## src/rtl/rab_pkg.sv

```systemverilog
package rab_pkg;
  localparam int unsigned DATA_W     = 28;
  localparam int unsigned NUM_COPIES = 2;
  localparam int unsigned NUM_CS     = 2;
  typedef logic [DATA_W-1:0] word_t;
endpackage

```

## src/rtl/rab_capture.sv

```systemverilog
module rab_capture #(
  parameter int unsigned W    = rab_pkg::DATA_W,
  parameter int unsigned NCS  = rab_pkg::NUM_CS
) (
  input  logic           clk_i,
  input  logic           rst_ni,
  input  logic [W-1:0]   data_i,
  input  logic           par_i,
  input  logic [NCS-1:0] cs_n_i,
  input  logic           gate_en_i,
  output logic [W-1:0]   word_o,
  output logic           par_o,
  output logic [NCS-1:0] cs_q_o,
  output logic           upd_o
);
  logic hold;
  // all selects inactive and gating strapped on
  assign hold = gate_en_i & (&cs_n_i);

  always_ff @(posedge clk_i or negedge rst_ni) begin
    if (!rst_ni) begin
      word_o <= '0;
      par_o  <= 1'b0;
      cs_q_o <= '0;
      upd_o  <= 1'b0;
    end else begin
      cs_q_o <= cs_n_i;
      upd_o  <= ~hold;
      if (!hold) begin
        word_o <= data_i;
        par_o  <= par_i;
      end
    end
  end

  a_r1_capture: assert property (@(posedge clk_i) disable iff (!rst_ni)
    !(gate_en_i && (&cs_n_i)) |=> word_o == $past(data_i));
  a_r5_hold: assert property (@(posedge clk_i) disable iff (!rst_ni)
    (gate_en_i && (&cs_n_i)) |=> $stable(word_o));
  a_r6_cs_reg: assert property (@(posedge clk_i) disable iff (!rst_ni)
    1'b1 |=> cs_q_o == $past(cs_n_i));
  a_r3_rst_low: assert property (@(posedge clk_i)
    !rst_ni |-> (word_o == '0 && cs_q_o == '0));
endmodule

```

## src/rtl/rab_parity.sv

```systemverilog
module rab_parity #(
  parameter int unsigned W = rab_pkg::DATA_W
) (
  input  logic         clk_i,
  input  logic         rst_ni,
  input  logic [W-1:0] word_i,
  input  logic         par_i,
  input  logic         upd_i,
  output logic         err_no
);
  logic odd_ok;
  assign odd_ok = ^{word_i, par_i};

  always_ff @(posedge clk_i or negedge rst_ni) begin
    if (!rst_ni)    err_no <= 1'b1;
    else if (upd_i) err_no <= odd_ok;
  end

  a_r8_flag_hold: assert property (@(posedge clk_i) disable iff (!rst_ni)
    !upd_i |=> $stable(err_no));
  a_r7_flag_eval: assert property (@(posedge clk_i) disable iff (!rst_ni)
    upd_i |=> err_no == $past(^{word_i, par_i}));
  a_r4_rst_high: assert property (@(posedge clk_i) !rst_ni |-> err_no);
endmodule

```

## src/rtl/rab_fanout.sv

```systemverilog
module rab_fanout #(
  parameter int unsigned W = rab_pkg::DATA_W,
  parameter int unsigned N = rab_pkg::NUM_COPIES
) (
  input  logic [W-1:0]        word_i,
  output logic [N-1:0][W-1:0] copies_o
);
  for (genvar i = 0; i < N; i++) begin : g_copy
    assign copies_o[i] = word_i;
  end
endmodule

```

## src/rtl/reg_addr_buf.sv

```systemverilog
module reg_addr_buf
  import rab_pkg::*;
(
  input  logic              clk_i,
  input  logic              rst_ni,
  input  logic [DATA_W-1:0] data_i,
  input  logic              par_i,
  input  logic              cs0_n_i,
  input  logic              cs1_n_i,
  input  logic              cs_gate_en_i,
  output logic [DATA_W-1:0] q_a_o,
  output logic [DATA_W-1:0] q_b_o,
  output logic [1:0]        cs_q_o,
  output logic              par_err_no
);
  word_t                            word_q;
  logic                             par_q;
  logic                             upd_q;
  logic [NUM_COPIES-1:0][DATA_W-1:0] copies;

  rab_capture #(.W(DATA_W), .NCS(NUM_CS)) u_cap (
    .clk_i, .rst_ni, .data_i, .par_i,
    .cs_n_i   ({cs1_n_i, cs0_n_i}),
    .gate_en_i(cs_gate_en_i),
    .word_o   (word_q),
    .par_o    (par_q),
    .cs_q_o   (cs_q_o),
    .upd_o    (upd_q)
  );

  rab_parity #(.W(DATA_W)) u_par (
    .clk_i, .rst_ni,
    .word_i(word_q),
    .par_i (par_q),
    .upd_i (upd_q),
    .err_no(par_err_no)
  );

  rab_fanout #(.W(DATA_W), .N(NUM_COPIES)) u_fan (
    .word_i  (word_q),
    .copies_o(copies)
  );

  assign q_a_o = copies[0];
  assign q_b_o = copies[1];

  a_r2_copies_equal: assert property (@(posedge clk_i) q_a_o == q_b_o);
endmodule

```

## config.mk

```make
export PLATFORM = sky130hd
export DESIGN_NAME = reg_addr_buf
export DESIGN_NICKNAME = d
export VERILOG_FILES = /design/src/rtl/rab_pkg.sv /design/src/rtl/rab_capture.sv /design/src/rtl/rab_parity.sv /design/src/rtl/rab_fanout.sv /design/src/rtl/reg_addr_buf.sv
export SDC_FILE = /design/constraint.sdc
export NUM_CORES = 1
export LEC_CHECK = 0
export ABC_AREA = 1
export CORE_MARGIN = 10
export CORE_UTILIZATION = 42
export DETAILED_ROUTE_END_ITERATION = 10
export GPL_TIMING_DRIVEN = 0
export PLACE_DENSITY = 0.81
export SYNTH_ARGS = -nofsm -noshare
export SYNTH_HDL_FRONTEND = slang
export SYNTH_SLANG_ARGS = --single-unit
```

## constraint.sdc

```tcl
create_clock -name clk_i -period 1.6 [get_ports clk_i]
set_input_delay 0.16 -clock clk_i [delete_from_list [all_inputs] [get_ports clk_i]]
set_output_delay 0.16 -clock clk_i [all_outputs]
set_load 0.01 [all_outputs]
```

==> flow_summary.ini <==
[drt]
vias = 2127
wl_per_cell_um = 11.8
drt_wl_total_um = 5620
via_per_inst = 4.47
drc = 0
first_iter_violations = 70
firstDrtPassIters = 4
ant_nets = 0

[yosys]
synth_nets = 343
synth_area_per_cell_um2 = 6.67
syn-instance-count = 309
ys_ff_latch = 33
netlist.area_leader.share = 0.389
synthTopCellsByArea = dfrtp_1, nand2_1, buf_4
synth_cell_types = 15
synth_seq_area_share = 0.401
syn_area_um2 = 2060
yosysWarnings = 0
synth.largest_area_cell = dfrtp_1

[power]
leakagePower_nw = 1.68
p_per_area_nw_per_um2 = 782
ir_worst_vdd_v = 0.000482

[grt]
grt_max_degree = 34
grt_usage = 0.137
grt_pass1_wl_um = 9470
grt_overflow = 0
first_global_vias = 2151
antenna_found_initial = 0

[final_layout]
nFillCells = 430
nNetsFinal = 443
n_antenna_cell = 0
final_common_cell = nand2_1
utilization = 0.664
drive_gt1_frac = 0.134
area_delta_synth_final_pct = 53.2
final_cell_mix = nand2_1, clkdlybuf4s50_1, dfrtp_1

[clocking]
htree_levels = 2
root_buffer = clkbuf_8
worstSkewPairLatency_ns = 0.27
tritoncts.num_buffers = 5
cts_buffer_depth = 2
cts_setup_buffers = 0
clkTransAtPathRegs_ns = 0.06
clock_sinks = 33
cts_tree = built

[placed_design]
routabilityCongestion = 0.765
place_hpwl_um = 4630
numPortBuffers = 92

[floorplan]
die_w_um = 90.0
rows = 25
die-area_um2 = 8110
ioPinCount = 93
die_h_um = 90.0
start_util = 0.433
core-area_um2 = 4750

[timing]
period_share = 0.954
slew_viol_final = 0
max_freq_mhz = 655
worst_slew_pin_slew_ns = 0.735
finClkSkew_ns = 0.00366
holdWs_ns = 0.354
hold_violations = 0
tns_ns = 0
setup-violations-final = 0
grt_setup_unrepaired = false
fin_crit_ns = 1.53
maxSlewHeadroom = 0.510

[job]
cap_violations = 0

[worst_setup_path]
cp.arrival_ns = 1.37
slowest_stage = clkdlybuf4s50_1
crit_required_ns = 1.44
startpoint_type = flip-flop
worstPathCellList = buf_4, clkdlybuf4s50_1
slowest_delay_ns = 0.55
path_max_fanout = 5
end_kind = output port
critPathKind = flip-flop to output port

[outcome]
status = complete, no violations

[min_path]
worstHoldPathType = input port to flip-flop
-- worst paths after layout --
path                       cells past startpoint        startpoint          endpoint  slack, ns
max                                            2  u_cap.word_o[15]         q_b_o[15]       0.07
min in group asynchronous                      2            rst_ni   u_cap.word_o[2]       0.49
max reg2reg                                   13  u_cap.word_o[11]      u_par.err_no       0.25
min                                            1           cs0_n_i   u_cap.cs_q_o[0]       0.35
max in group asynchronous                      2            rst_ni  u_cap.word_o[14]       0.65
min reg2reg                                    2      u_par.err_no      u_par.err_no       0.47
-- through the flow --
| stage | power, mW | instances | cell area (um2) | setup slack [ns] |
|---|---|---|---|---|
| after floorplan | 1.45 | 309 | 2060 | 0.362 |
| after global placement | 1.86 | 468 | 3070 | -0.294 |
| after detailed placement | 1.88 | 468 | 3060 | 0.155 |
| after CTS | 2.51 | 476 | 3160 | 0.0480 |
| after global routing | 2.65 | 476 | 3160 | 0.000612 |
| final | 2.47 | 476 | 3160 | 0.0729 |
-- cell type report --
cell class                 instances  area [um2]  share of cell area
timing repair buffer              93         926               0.293
inverter                          35         131              0.0416
tap                               67        83.8              0.0266
sequential                        33         827               0.262
buffer                            34         238              0.0753
clock buffer                       7        86.3              0.0273
multi-input combinational        207         865               0.274
-- cell usage after synthesis --
library cell and instances:
nand2_1 156, dfrtp_1 32, inv_1 30, buf_4 28
o21ai_0 27, nand2_2 7, nand3_1 7, nor2_1 6
inv_2 5, buf_2 4, clkbuf_1 2, mux2_2 2
dfstp_2 1, nor2_4 1, xor2_1 1
-- routing by layer --
layer / global-route usage / part of all wire / up-vias
met5: 0 / 0 / -
met4: 0.0385 / 0.013 / 0
met3: 0.0715 / 0.099 / 6
met2: 0.235 / 0.48 / 67
met1: 0.143 / 0.41 / 954
li1: - / - / 1100
-- power breakdown --
| group | leakage [nW] | internal [mW] | switching, mW |
|---|---|---|---|
| sequential | 0.385 | 0.910 | 0.0770 |
| clock | 0.0443 | 0.341 | 0.274 |
| combinational | 1.25 | 0.467 | 0.399 |
| total | 1.68 | 1.72 | 0.751 |
-- kinds of logic (layout without fill, tap and decap cells) --
family	count (synthesis)	count (layout)	synth area share
AOI/OAI and AO/OA	27	27	0.0656
xor gates and xnor gates	1	1	0.00425
buffers and inverters	69	169	0.179
DFF	33	33	0.401
muxes	2	2	0.0109
and+or+nand+nor	177	177	0.339
-- worst max-delay path: cells and delay by family (launching register included) --
| kind | cells | cell delay, ns |
|---|---|---|
| flops | 1 | 0.41 |
| buf+inv | 2 | 0.68 |
-- sequential cells by signal, indices dropped and copies added (netlist names) --
name	flops
u_cap.word_o	28
u_cap.cs_q_o	2
u_cap.par_o	1
u_cap.upd_o	1
u_par.err_no	1
-- what timing repair did --
action,CTS,global route
resized for setup,0,0
hold endpoints to repair,32,0
hold buffers,1,0
No activity file was read; power rests on OpenSTA's default activity.
